===== config.mk =====
export PLATFORM = sky130hd
export DESIGN_NAME = page_commit_unit
export DESIGN_NICKNAME = d
export VERILOG_FILES = /design/src/rtl/pcu_pkg.sv /design/src/rtl/pcu_slot_store.sv /design/src/rtl/pcu_prog_timer.sv /design/src/rtl/page_commit_unit.sv
export SDC_FILE = /design/constraint.sdc
export NUM_CORES = 1
export LEC_CHECK = 0
export BUFFER_PORTS_ARGS = -buffer_cell sky130_fd_sc_hd__buf_2
export CAP_MARGIN = 20
export CORE_UTILIZATION = 64
export CTS_BUF_LIST = sky130_fd_sc_hd__clkbuf_2
export DETAILED_ROUTE_END_ITERATION = 10
export PLACE_DENSITY = 0.82
export SLEW_MARGIN = 20
export SYNTH_ARGS = -nofsm -noshare
export SYNTH_HDL_FRONTEND = slang
export SYNTH_HIERARCHICAL = 1
export SYNTH_SLANG_ARGS = --single-unit

===== constraint.sdc =====
create_clock -name clk -period 4.7 [get_ports clk]
set_input_delay 0.47 -clock clk [delete_from_list [all_inputs] [get_ports clk]]
set_output_delay 0.47 -clock clk [all_outputs]
set_load 0.1 [all_outputs]

===== src/rtl/pcu_pkg.sv =====
package pcu_pkg;
  typedef enum logic [1:0] {
    ST_IDLE   = 2'd0,
    ST_FILL   = 2'd1,
    ST_COMMIT = 2'd2,
    ST_PROG   = 2'd3
  } pcu_state_t;
endpackage


===== src/rtl/pcu_slot_store.sv =====
module pcu_slot_store #(
  parameter int SLOTS  = 32,
  parameter int DATA_W = 8,
  localparam int OFF_W = $clog2(SLOTS)
) (
  input  logic              clk,
  input  logic              rst_n,
  input  logic              clear,
  input  logic              wr_en,
  input  logic [OFF_W-1:0]  wr_slot,
  input  logic [DATA_W-1:0] wr_data,
  input  logic              drain,
  output logic              any_set,
  output logic              last_one,
  output logic [OFF_W-1:0]  sel_slot,
  output logic [DATA_W-1:0] sel_data
);
  logic [SLOTS-1:0]  mark_q;
  logic [DATA_W-1:0] byte_q [SLOTS];

  always_ff @(posedge clk or negedge rst_n) begin
    if (!rst_n) begin
      mark_q <= '0;
      for (int i = 0; i < SLOTS; i++) byte_q[i] <= '0;
    end else if (clear) begin
      mark_q <= '0;
    end else begin
      if (drain) mark_q[sel_slot] <= 1'b0;
      if (wr_en) begin
        mark_q[wr_slot] <= 1'b1;
        byte_q[wr_slot] <= wr_data;
      end
    end
  end

  // lowest marked slot wins
  always_comb begin
    sel_slot = '0;
    for (int i = SLOTS - 1; i >= 0; i--) begin
      if (mark_q[i]) sel_slot = OFF_W'(i);
    end
  end

  assign sel_data = byte_q[sel_slot];
  assign any_set  = |mark_q;
  assign last_one = any_set && ((mark_q & (mark_q - 1'b1)) == '0);

  p_drain_marked_r5: assert property (@(posedge clk) disable iff (!rst_n)
    drain |-> any_set);
  p_drain_clears_r5: assert property (@(posedge clk) disable iff (!rst_n)
    (drain && !wr_en && !clear) |=> !mark_q[$past(sel_slot)]);
endmodule


===== src/rtl/pcu_prog_timer.sv =====
module pcu_prog_timer #(
  parameter int CYCLES = 250000,
  localparam int CW = $clog2(CYCLES + 1)
) (
  input  logic clk,
  input  logic rst_n,
  input  logic load,
  output logic expired
);
  logic [CW-1:0] cnt_q;
  logic          run_q;

  always_ff @(posedge clk or negedge rst_n) begin
    if (!rst_n) begin
      cnt_q <= '0;
      run_q <= 1'b0;
    end else if (load) begin
      cnt_q <= CW'(CYCLES - 1);
      run_q <= 1'b1;
    end else if (run_q) begin
      if (cnt_q == '0) run_q <= 1'b0;
      else cnt_q <= cnt_q - 1'b1;
    end
  end

  assign expired = run_q && (cnt_q == '0);

  p_cnt_bound_r7: assert property (@(posedge clk) disable iff (!rst_n)
    run_q |-> (cnt_q < CW'(CYCLES)));
  p_expire_once_r7: assert property (@(posedge clk) disable iff (!rst_n)
    (expired && !load) |=> !run_q);
endmodule


===== src/rtl/page_commit_unit.sv =====
module page_commit_unit #(
  parameter int ADDR_W      = 13,
  parameter int PAGE_BYTES  = 32,
  parameter int DATA_W      = 8,
  parameter int PROG_CYCLES = 250000,
  localparam int OFF_W  = $clog2(PAGE_BYTES),
  localparam int PAGE_W = ADDR_W - OFF_W
) (
  input  logic              clk,
  input  logic              rst_n,
  input  logic              wr_start,
  input  logic [ADDR_W-1:0] start_addr,
  input  logic              stop,
  input  logic              abort,
  input  logic              wp,
  input  logic              in_valid,
  output logic              in_ready,
  input  logic [DATA_W-1:0] in_data,
  output logic              aw_valid,
  input  logic              aw_ready,
  output logic [ADDR_W-1:0] aw_addr,
  output logic [DATA_W-1:0] aw_data,
  output logic              busy,
  output logic [ADDR_W-1:0] next_addr
);
  import pcu_pkg::*;

  pcu_state_t        state_q;
  logic [PAGE_W-1:0] page_q;
  logic [OFF_W-1:0]  off_q;

  logic accept, drain, clear, load_tmr;
  logic any_set, last_one, expired;
  logic [OFF_W-1:0] sel_slot;

  assign in_ready = (state_q == ST_FILL);
  assign accept   = in_valid && in_ready;
  assign busy     = (state_q == ST_COMMIT) || (state_q == ST_PROG);
  assign aw_valid = (state_q == ST_COMMIT);
  assign drain    = aw_valid && aw_ready;
  assign clear    = wr_start && ((state_q == ST_IDLE) || (state_q == ST_FILL));
  assign load_tmr = drain && last_one;
  assign aw_addr  = {page_q, sel_slot};
  assign next_addr = {page_q, off_q};

  pcu_slot_store #(.SLOTS(PAGE_BYTES), .DATA_W(DATA_W)) u_store (
    .clk      (clk),
    .rst_n    (rst_n),
    .clear    (clear),
    .wr_en    (accept && !wr_start),
    .wr_slot  (off_q),
    .wr_data  (in_data),
    .drain    (drain),
    .any_set  (any_set),
    .last_one (last_one),
    .sel_slot (sel_slot),
    .sel_data (aw_data)
  );

  pcu_prog_timer #(.CYCLES(PROG_CYCLES)) u_timer (
    .clk     (clk),
    .rst_n   (rst_n),
    .load    (load_tmr),
    .expired (expired)
  );

  always_ff @(posedge clk or negedge rst_n) begin
    if (!rst_n) begin
      state_q <= ST_IDLE;
      page_q  <= '0;
      off_q   <= '0;
    end else begin
      unique case (state_q)
        ST_IDLE: begin
          if (wr_start) begin
            page_q  <= start_addr[ADDR_W-1:OFF_W];
            off_q   <= start_addr[OFF_W-1:0];
            state_q <= ST_FILL;
          end
        end
        ST_FILL: begin
          if (wr_start) begin
            page_q <= start_addr[ADDR_W-1:OFF_W];
            off_q  <= start_addr[OFF_W-1:0];
          end else begin
            if (accept) off_q <= off_q + OFF_W'(1);
            if (abort) state_q <= ST_IDLE;
            else if (stop)
              state_q <= ((any_set || accept) && !wp) ? ST_COMMIT : ST_IDLE;
          end
        end
        ST_COMMIT: begin
          if (load_tmr) state_q <= ST_PROG;
        end
        ST_PROG: begin
          if (expired) state_q <= ST_IDLE;
        end
        default: state_q <= ST_IDLE;
      endcase
    end
  end

  p_hold_beat_r10: assert property (@(posedge clk) disable iff (!rst_n)
    (aw_valid && !aw_ready) |=> (aw_valid && $stable(aw_addr) && $stable(aw_data)));
  p_quiet_busy_r8: assert property (@(posedge clk) disable iff (!rst_n)
    busy |-> !in_ready);
  p_wp_blocks_r9: assert property (@(posedge clk) disable iff (!rst_n)
    $rose(busy) |-> $past(!wp && stop));
  p_in_page_r3: assert property (@(posedge clk) disable iff (!rst_n)
    (accept && !wr_start) |=>
      (next_addr[ADDR_W-1:OFF_W] == $past(next_addr[ADDR_W-1:OFF_W])) &&
      (next_addr[OFF_W-1:0] == $past(next_addr[OFF_W-1:0]) + OFF_W'(1)));
  p_addr_frozen_r8: assert property (@(posedge clk) disable iff (!rst_n)
    busy |=> $stable(next_addr));
endmodule


Word-level counts from Yosys, hierarchy flattened
Cells that the tools add are included.

Eq/ne operators: 10. Reductions and logical operators: 28. Magnitude comparators: 7. Add/subtract/negate cells: 3. Bitwise gates (word level): 7. Mux-type cells: 64.

Operators by type and width (count): 256-bit bitwise mux (1); 5-bit two-way mux (35); 32-bit two-way mux (4); 32-bit AND (2); 18-bit two-way mux (3); 8-bit binary-select mux with 5-bit select (1); 8-bit demux with 5-bit select (1); 32-bit zero test (1); 32-bit inverter (1); 32-bit bitwise OR (1); 32-bit OR reduction (1); 32-bit by 1-bit subtractor with 32-bit output, second input constant (1); 8-bit two-way mux (3); 18-bit zero test (1); 18-bit by 1-bit subtractor with 18-bit output, second input constant (1); 2-bit two-way mux (7); 6-bit >= comparator, second input constant (2); 5-bit by 6-bit less-than comparator with 1-bit output, second input constant (2); 5-bit inverter with 6-bit output (2); 1-bit logical AND (11); 1-bit demux with 5-bit select (2); 5-bit by 1-bit >= comparator with 1-bit output, second input constant (2); 5-bit one-hot mux with 2 select lines (1); 2-bit inequality test, second input constant (4); other kinds (18) (29).

Bits in registers: 322. Word-level logic and storage cells: 157. Input port bits: 29. Output and inout bits: 37.

Depth between registers and ports, before layout
Gate-level depths: netlist (run 1).

Word-level depth: 43. Gate-level depth with buffers: 20. Gate-level depth less buffers: 15.

By module
Netlist (run 1), hierarchy kept.

By module, submodules not included: pcu_slot_store (seq. area each 7206.9 um^2, times used 1, cells each 1249, area each 14183.6 um^2); pcu_prog_timer (seq. area each 475.5 um^2, times used 1, cells each 129, area each 1211.2 um^2); page_commit_unit (seq. area each 375.4 um^2, times used 1, cells each 72, area each 829.5 um^2).

Least setup slack after synthesis (run 1)
OpenSTA, ideal clock, no wires.

Path type: flip-flop to output port. From: register u_store.mark_q[6]. To: output aw_data[6]. Cell stages (with the launch flop): 13. Data arrival time: 4.029 ns. Required time: 4.230 ns. Slack: 0.201 ns. Buffers on the path: 3. Path through: dfrtp_1 > nor3_1 > nor3b_2 > a22oi_4 > a21o_1 > or2_1 > buf_2 > inv_1 > buf_2 > buf_1 > a32oi_1 > o211ai_1 > nand4_1.

Cells in the longest elaborated chain, start to end: 11.

RTL lines: start, declared (RTL line pcu_slot_store.sv:18) `logic [SLOTS-1:0] mark_q;`; start signal, assigned (RTL line pcu_slot_store.sv:23) `mark_q <= '0;`; start signal, assigned (RTL line pcu_slot_store.sv:26) `mark_q <= '0;`; start signal, assigned by index (RTL line pcu_slot_store.sv:28) `if (drain) mark_q[sel_slot] <= 1'b0;`; 5-bit two-way mux (7 in series) (RTL line pcu_slot_store.sv:40) `if (mark_q[i]) sel_slot = OFF_W'(i);`; net aw_addr[0] (RTL line page_commit_unit.sv:21) `output logic [ADDR_W-1:0] aw_addr,`; 5-bit inverter with 6-bit output (implied by the code) (RTL line pcu_slot_store.sv:44) `assign sel_data = byte_q[sel_slot];`; 8-bit binary-select mux with 5-bit select (RTL line pcu_slot_store.sv:44); 8-bit two-way mux (implied by the code) (2 in series) (RTL line pcu_slot_store.sv:44); end, declared (RTL line page_commit_unit.sv:22) `output logic [DATA_W-1:0] aw_data,`.

The timed path passes the listed nets, and every way through them passes these cells. The select of a mux whose other input is x is not followed.

Worst setup path after layout (run 1)
From: register u_store.mark_q[9]. To: output aw_data[2].

Cells in the longest elaborated chain, start to end: 14.

RTL lines (RTL line): 5-bit two-way mux (10 in series) (pcu_slot_store.sv:40); 5-bit inverter with 6-bit output (implied by the code) (pcu_slot_store.sv:44); 8-bit binary-select mux with 5-bit select (pcu_slot_store.sv:44); 8-bit two-way mux (implied by the code) (2 in series) (pcu_slot_store.sv:44).

Every way passes these cells. The select of a mux whose other input is x is not followed.

==> out/metrics.csv, run 1 <==
stage,metric,value,unit
synth,avgSynthCellArea,11.19,sq um
global_routing,grt_max_degree,123,
synth,yosys_warnings,6,
critical_path,crit_arrival,4230,ps
final_layout,multiInputGateArea,0.007973,sq mm
critical_path,crit_path_end,aw_data[2],
timing,max-slew-margin-rel,0.2781,
synth,yosysSeqAreaShare,0.4966,
clocking,cts_max_level,3,
synth,syn_inst,1450,
floorplan,die_h,161.2,um
critical_path,crit_path_start,u_store/mark_q[9],
route,vias,13750,
final_layout,drive_gt1_frac,0.3901,
critical_path,r2r_cells,18,
synth,ys.flop_type,dfrtp_1,
timing,fmax,212.7,MHz
floorplan,fp.dieW,161.2,um
timing,tightest_slew,1081,ps
critical_path,worstSetupStartpointType,flop,
critical_path,required,4230,ps
final_layout,fill_cells,1633,
final_layout,area_delta_synth_final,15.10,%
job,maxCapViolCount,0,
placed_design,globalplace.congestion,0.9760,
synth,synth.top_cell.area_share,0.4966,
global_routing,antenna_found_initial,3,
clocking,root_buffer,clkbuf_2,
timing,worst_slack,-1.611,ps
timing,grt_setup_unrepaired,true,
global_routing,grt_pass1_wl,79200,um
synth,synth_edf_count,0,
timing,post-route-min-period,4702,ps
synth,synth_cell_type_count,93,
clocking,clk_latency,920,ps
route,wl_per_cell,25.68,um
route,drt_wl_total,51330,um
global_routing,grtUsageTotal,0.4016,
route,first_pass_iters,6,
final_layout,finalNetCount,1645,
synth,synthArstFlopShare,1.000,
floorplan,ios,66,
route,drc,0,
timing,hold_viol_final,0,
route,ant_nets,0,
clocking,clk_pin_slew,90,ps
critical_path,crit_path_max_fanout,11,
floorplan,fp.dieArea,0.02599,sq mm
floorplan,start_util,0.6594,
synth,yosys-top-cells-area,"dfrtp_1, mux2_2, nand2_1, o21ai_0, nor2_1",
clocking,cts_made_buffers,83,
timing,skew,60.09,ps
floorplan,rows,57,
clocking,cts_sinks,322,
route,via_per_inst,6.880,
global_routing,grt_pass1_vias,13760,
critical_path,cp_slowest_cell,or4_4,
placed_design,port_buffers,65,
synth,synthesis.area,0.01622,sq mm
global_routing,grt_overflow_total,0,
critical_path,cp_num_buf_inv,3,
timing,hold_slack,59.05,ps
critical_path,cpLargestDelayFamily,simple AND/OR/NAND/NOR gates,
placed_design,dp_hpwl,33260,um
critical_path,path_depth,11,
critical_path,cp-end-kind,output port,
placed_design,place_ws,347.9,ps
clocking,clock_path_buffers,3,
clocking,cts_tree,done,
final_layout,final-seq-area,0.008073,sq mm
route,dr.first_iter.drc_count,1848,
critical_path,r2r-end,u_timer/cnt_q[1],
outcome,status,"complete, but fails checks",
synth,ys_ff_latch,322,
min_path,hp-class,input pin to flop,
synth,synth_top_area_cell,dfrtp_1,
timing,drv_slew,0,
timing,setup_violations,1,
floorplan,coreArea,0.02460,sq mm
critical_path,critical_path_class,flop to output port,
timing,fin_crit_sh,1.000,
critical_path,crit_chain,nor3b_1 -> or4_4 -> nor3_4 -> o21ai_4 -> buf_6 -> a211o_4 -> buf_4 -> o221ai_1 -> a2bb2oi_2 -> nand4b_1 -> buf_12,
critical_path,reg2reg_from,u_store/mark_q[9],
critical_path,ff2ff_setup_slack,510,ps
critical_path,cp_slowest_stage_delay,540,ps
outcome,violations,negative setup slack,
synth,syn_nets,1481,
## synth_stat cells (20+ instances only)
cell,n
nand3_1,39
dfrtp_1,322
nor2_1,69
a221oi_1,20
a21oi_1,32
clkbuf_1,61
o21ai_0,77
mux2_2,271
nand2_1,135
nor2b_1,36
a31oi_1,24
inv_1,26
## worst min-delay path by stage
| stage | start | endpoint | cells past startpoint |
|---|---|---|---|
| 5_1_grt | abort | state_q[0] | 3 |
| 2_1_floorplan | rst_n | asynchronous set/reset pin | 0 |
| 6_report | abort | state_q[0] | 3 |
| 3_5_place_dp | u_store/byte_q[167] | u_store/byte_q[167] | 1 |
| 4_1_cts | abort | state_q[0] | 3 |
| 3_3_place_gp | u_store/byte_q[121] | u_store/byte_q[121] | 1 |
## cells in the final DEF, fill, tap and decap left out, types with 10 or more instances in the layout
cell type / netlist / final
o22ai_1: 14 / 13
nand4_1: 10 / 10
buf_4: 11 / 74
mux2_2: 271 / 271
nor2b_1: 36 / 35
dfrtp_2: 0 / 12
mux2i_1: 11 / 11
clkbuf_2: 0 / 124
nand2b_1: 11 / 11
dlygate4sd3_1: 0 / 19
nor2_1: 69 / 66
a21oi_1: 32 / 31
nand2_1: 135 / 134
nor4_1: 18 / 14
buf_12: 0 / 12
clkinv_1: 0 / 14
a221oi_1: 20 / 17
and2_1: 16 / 16
o21ai_0: 77 / 72
buf_2: 16 / 57
a21o_1: 12 / 12
inv_1: 26 / 24
nand3_1: 39 / 38
dfrtp_1: 322 / 310
a31oi_1: 24 / 24
## cells by family after synthesis
group                    share of synthesized area
adder cells (fa/ha/maj)                   0.002853
buffers and inverters                      0.03316
AND/OR/NAND/NOR                             0.1396
flip-flops                                  0.4966
multiplexers                                0.1972
AO/OA/AOI/OAI                               0.1306
## per-layer routing
layer | vias up | GRT usage | share of wire
met5 | - | 0 | 0.00025
met1 | 6844 | 0.5589 | 0.39
met4 | 2 | 0.2045 | 0.056
met2 | 918 | 0.5919 | 0.44
li1 | 5743 | - | -
met3 | 246 | 0.09373 | 0.11
## area by class of cell
type / instances / share of cell area
clock inverters: 21 / 0.005025
clock buffers: 124 / 0.03323
diodes: 1 / 0.0001340
inverters: 26 / 0.005561
repair buffers: 173 / 0.07511
multi-input cells: 1008 / 0.4269
flip-flops and latches: 322 / 0.4323
well taps: 324 / 0.02171
## state kept, by name, indices dropped and copies added, names as in the netlist, named ones only
register and flops:
u_store/mark_q 32, off_q 5, state_q 1, u_timer/cnt_q 18, page_q 8, u_store/byte_q 256, u_timer/run_q 1
## per-stage QoR
step	instances	setup TNS (ps)	utilization	cell area (sq um)
detailed placement	1787	0	0.6884	16940
global placement	1787	0	0.6884	16940
CTS	1974	-1.646	0.7447	18320
floorplan	1450	0	-	16220
global route	1999	-158.5	0.7590	18670
finish	1999	-1.611	0.7590	18670
## repair_timing
item                                    in CTS  in global routing
endpoints found under the setup margin       8                  8
hold buffers                                19                  0
buffers inserted                            21                 24
pin swaps                                   14                 18
resized for setup                           66                 38
gates cloned                                 2                  0
endpoints found under the hold margin      132                  0
## tightest hold or removal path: cells and delay by family
family          cells  cell delay, ps
compound gates      2             350
buf+inv             1              90
Power of run 1 is not shown: default switching activity piles up to over one toggle a cycle in this logic, so the estimate is an artifact.
==> inputs of run 2 (changes only) <==
Settings changed: CELL_PAD_IN_SITES_DETAIL_PLACEMENT from default to 1, CELL_PAD_IN_SITES_GLOBAL_PLACEMENT from default to 2, CORE_UTILIZATION 64 to 44, PLACE_DENSITY 0.82 to default, PLACE_DENSITY_LB_ADDON from default to 0.1.
==> run 2 against run 1 <==
  * The flow still finishes with violations (negative setup slack)
  * Sequential share of layout area fell by 2.2 points
  * Final area rose by 5.4%
  * Worst hold slack improved by 9.6 ps
  * Sequential cell count did not move
  * Maximum frequency fell by 0.83%
  * Setup slack got worse by 39 ps
  * First-iteration DRC count fell by 53%
  * Via count fell by 3.2%
  * Core utilization fell by 21 points
  * Cell count rose by 9.8%
  * Critical path depth rose by 1
  * Routed wire length rose by 14%
  * Critical path type unchanged
  * Highest routed layer is now met4
==> out/metrics.csv, run 2 (synthesis results as in run 1) <==
stage,metric,value,unit
outcome,status,"complete, but fails checks",
outcome,violations,negative setup slack,
timing,skew,72.99,ps
floorplan,rows,69,
global_routing,grt_pass1_vias,14000,
floorplan,coreArea,0.03591,sq mm
critical_path,ff2ff_setup_slack,660,ps
placed_design,port_buffers,65,
critical_path,crit_path_max_fanout,6,
global_routing,antenna_found_initial,2,
route,ant_nets,0,
final_layout,fill_cells,3852,
final_layout,finalNetCount,1697,
timing,tightest_slew,1050,ps
timing,hold_slack,68.65,ps
critical_path,worstSetupStartpointType,flop,
timing,drv_slew,0,
placed_design,dp_hpwl,36820,um
min_path,hp-class,input pin to asynchronous set/reset pin,
final_layout,layout_commonest_cell,dfrtp_1,
timing,fmax,210.9,MHz
route,drc,0,
final_layout,multiInputGateArea,0.008234,sq mm
route,dr.first_iter.drc_count,874,
critical_path,cp-end-kind,output port,
final_layout,largest_reg_flops,256,
timing,worst_slack,-40.96,ps
critical_path,crit_arrival,4270,ps
clocking,clk_latency,1050,ps
clocking,cts_tree,done,
critical_path,reg2reg_from,u_store/mark_q[25],
route,wl_per_cell,26.78,um
timing,grt_setup_unrepaired,true,
floorplan,ios,66,
route,drt_wl_total,58750,um
timing,fin_crit_sh,1.009,
placed_design,globalplace.congestion,0.9192,
final_layout,largest_register,u_store/byte_q,
timing,post-route-min-period,4741,ps
route,via_per_inst,6.071,
final_layout,mostFrequentLayoutCells,"dfrtp_1, mux2_2, clkbuf_2",
floorplan,die_h,194.0,um
timing,max-slew-margin-rel,0.2973,
final_layout,area_delta_synth_final,21.35,%
final_layout,reg_top3,"u_store/byte_q x256, u_store/mark_q x32, u_timer/cnt_q x18",
clocking,clk_pin_slew,120,ps
clocking,clock_path_buffers,3,
global_routing,grt_pass1_wl,88460,um
clocking,cts_sinks,322,
critical_path,critical_path_class,flop to output port,
critical_path,required,4230,ps
final_layout,fin_cells,2194,
timing,finalSetupTns,-91.68,ps
route,first_pass_iters,5,
global_routing,grt_overflow_total,0,
final_layout,drive_gt1_frac,0.4231,
clocking,root_buffer,clkbuf_2,
final_layout,fin_util,0.5482,
route,vias,13320,
final_layout,final-seq-area,0.008077,sq mm
placed_design,dp.cells,1944,
critical_path,crit_path_start,u_store/mark_q[6],
floorplan,fp.dieArea,0.03765,sq mm
global_routing,grtUsageTotal,0.3127,
floorplan,start_util,0.4517,
clocking,cts_made_buffers,90,
clocking,cts_max_level,3,
global_routing,grt_max_degree,97,
timing,setup_violations,3,
job,maxCapViolCount,0,
timing,hold_viol_final,0,
floorplan,fp.dieW,194.0,um
run 2: worst paths after layout:
check                                           end  cells past startpoint
worst max-delay path                     aw_data[3]                     12
worst min-delay path             u_store/mark_q[30]                      2
worst max register to register     u_timer/cnt_q[0]                     14
worst min register to register  u_store/byte_q[226]                      1
max in group asynchronous        u_store/byte_q[29]                      3
min in group clk                           off_q[2]                      4
run 2: critical path, stage by stage (launching register included):
cell and delay (ps):
dfrtp_2 450, nor2b_1 70, or4_4 630, a22oi_4 280, a21o_1 180, or2_4 160
clkinvlp_4 140, buf_12 150, a21o_1 190, a21oi_2 120, nor4_2 80, or4_4 580
buf_12 190
run 2: repair_timing:
item / CTS / global route
gates cloned: 2 / 3
gates resized for setup: 79 / 74
hold endpoints to repair: 113 / 0
hold buffers: 27 / 0
setup buffers: 39 / 20
endpoints found under the setup margin: 8 / 8
pin swaps: 24 / 21
run 2: layout make-up:
type,count,area share
Sequential cell,322,0.4102
Inverter,26,0.005147
Tap cell,461,0.02930
Antenna cell,3,0.0003813
Multi-Input combinational cell,1010,0.4182
Timing Repair Buffer,216,0.09488
Clock buffer,137,0.03482
Clock inverter,19,0.007054
run 2: per-stage QoR:
step | setup WS, ps | area, sq um
after floorplan | 200.7 | 16220
after global placement | 481.4 | 17380
after detailed placement | 444.3 | 17380
after CTS | -55.11 | 19140
after global routing | -192.8 | 19690
final | -40.96 | 19690
run 2: per-layer routing:
layer	share of wire	GRT usage	vias to the layer above	routed length, um
met2	0.46	0.4779	360	26910
li1	-	-	5872	-
met3	0.057	0.06332	107	3333
met5	0	0	-	0
met4	0.033	0.1261	0	1932
met1	0.45	0.4348	6980	26570
Power of run 2 is left out for the same reason.
==> inputs of run 3 (changes only) <==
Settings changed: CORE_UTILIZATION 44 to 39.
Clock period 4.7 ns to 4.1 ns, I/O delays scaled along.
==> run 3 against run 2 <==
  * The flow still finishes with violations (negative setup slack)
  * Routed wire length increased by 1.5%
  * Die area increased by 13%
  * Worst hold slack improved by 11 ps
  * Non-clock buffer count increased by 46
  * Clock-buffer cell count decreased by 8
  * Critical path depth unchanged
  * Sequential share of layout area decreased by 1.1 points
  * First-iteration DRC count decreased by 11%
  * Sequential cell count unchanged
  * Final area increased by 2.7%
==> out/metrics.csv, run 3 (synthesis results as in run 1) <==
stage,metric,value,unit
outcome,status,"complete, but fails checks",
outcome,violations,negative setup slack,
final_layout,largest_register,u_store/byte_q,
route,dr.first_iter.drc_count,780,
clocking,cts_made_buffers,91,
timing,post-route-min-period,4753,ps
timing,tightest_slew,874.1,ps
floorplan,coreArea,0.04092,sq mm
timing,grt_setup_unrepaired,true,
final_layout,area_delta_synth_final,24.59,%
critical_path,crit_arrival,4340,ps
clocking,clock_path_buffers,3,
placed_design,dp_hpwl,39590,um
clocking,clk_latency,1090,ps
final_layout,largest_reg_flops,256,
clocking,root_buffer,clkbuf_2,
floorplan,fp.dieArea,0.04242,sq mm
final_layout,finalNetCount,1741,
clocking,cts_sinks,322,
final_layout,multiInputGateArea,0.008192,sq mm
clocking,cts_tree,done,
critical_path,worstSetupStartpointType,flop,
final_layout,fill_cells,4457,
min_path,hp-class,input pin to flop,
clocking,clk_pin_slew,110,ps
critical_path,crit_path_max_fanout,4,
route,drt_wl_total,59610,um
global_routing,grt_pass1_vias,14230,
global_routing,grt_max_degree,67,
timing,worst_slack,-653.4,ps
timing,setup_violations,8,
final_layout,reg_top3,"u_store/byte_q x256, u_store/mark_q x32, u_timer/cnt_q x18",
floorplan,start_util,0.3964,
route,first_pass_iters,8,
critical_path,cp-end-kind,output port,
floorplan,ios,66,
floorplan,die_h,206.0,um
floorplan,rows,74,
placed_design,globalplace.congestion,0.9048,
global_routing,antenna_found_initial,2,
timing,skew,61.04,ps
final_layout,layout_commonest_cell,dfrtp_1,
global_routing,grt_pass1_wl,90710,um
final_layout,final-seq-area,0.008070,sq mm
final_layout,fin_util,0.4939,
timing,fin_crit_sh,1.159,
floorplan,fp.dieW,206.0,um
critical_path,critical_path_class,flop to output port,
timing,hold_viol_final,0,
final_layout,mostFrequentLayoutCells,"dfrtp_1, mux2_2, nand2_1",
job,maxCapViolCount,0,
route,ant_nets,0,
timing,drv_slew,0,
global_routing,grtUsageTotal,0.2900,
timing,fmax,210.4,MHz
placed_design,port_buffers,65,
global_routing,grt_overflow_total,0,
critical_path,required,3690,ps
route,via_per_inst,5.775,
route,vias,13290,
route,wl_per_cell,25.90,um
timing,max-slew-margin-rel,0.4159,
final_layout,drive_gt1_frac,0.4250,
route,drc,0,
clocking,cts_max_level,3,
-- run 3: per-stage QoR --
step	hold WS [ps]	area, sq um	setup TNS (ps)	instances	setup slack [ps]
global placement	478.1	17870	0	2061	101.3
floorplan	114.4	16250	0	1450	11.70
detailed placement	486.0	17870	0	2061	98.60
global route	17.71	20210	-5584	2301	-830.0
CTS	1.224	20020	-4739	2293	-654.6
finish	79.90	20210	-4283	2301	-653.4
-- run 3: routing by layer --
layer | vias to the layer above | share of wire | wire length [um] | global-route usage
met5 | - | 0 | 0 | 0
met3 | 112 | 0.035 | 2098 | 0.04525
met4 | 0 | 0.029 | 1704 | 0.1016
met2 | 284 | 0.48 | 28580 | 0.4714
li1 | 5928 | - | - | -
met1 | 6964 | 0.46 | 27230 | 0.3916
-- run 3: layout make-up --
cell class / instances / share of cell area
antenna: 2 / 0.0002476
clock buffer: 129 / 0.03194
clock inverter: 21 / 0.005881
inverter: 26 / 0.005323
multi-input combinational: 1007 / 0.4053
sequential: 322 / 0.3993
tap: 532 / 0.03293
timing repair buffer: 262 / 0.1192
-- run 3: path summary, 6_finish.rpt --
path	startpoint	endpoint	slack (ps)	cells after the start
min in group asynchronous	rst_n	u_store/byte_q[133]	460	3
setup / recovery	u_store/mark_q[24]	aw_data[3]	-650	12
hold / removal	start_addr[5]	page_q[0]	80	3
hold reg to reg	u_store/byte_q[163]	u_store/byte_q[163]	510	1
max in group asynchronous	rst_n	u_store/mark_q[5]	2680	4
setup reg to reg	u_store/mark_q[24]	state_q[0]	140	16
-- run 3: repair_timing --
| item | 4_1_cts | 5_1_grt |
|---|---|---|
| pin swaps | 38 | 24 |
| gates resized for setup | 121 | 32 |
| endpoints found under the hold margin | 427 | 0 |
| cloned | 1 | 0 |
| hold buffers | 39 | 0 |
| setup endpoints to repair | 10 | 12 |
| buffers inserted | 44 | 6 |
-- run 3: worst max-delay path: stages, from the launching register on --
cell and delay [ps]:
dfrtp_1 430, or4_4 570, o211ai_4 240, a31oi_4 150
buf_4 180, a211o_1 270, buf_4 160, o21ai_0 170
or4_4 170, buf_4 100, a21oi_2 40, or4_4 570
buf_12 190
Power of run 3 is left out for the same reason.
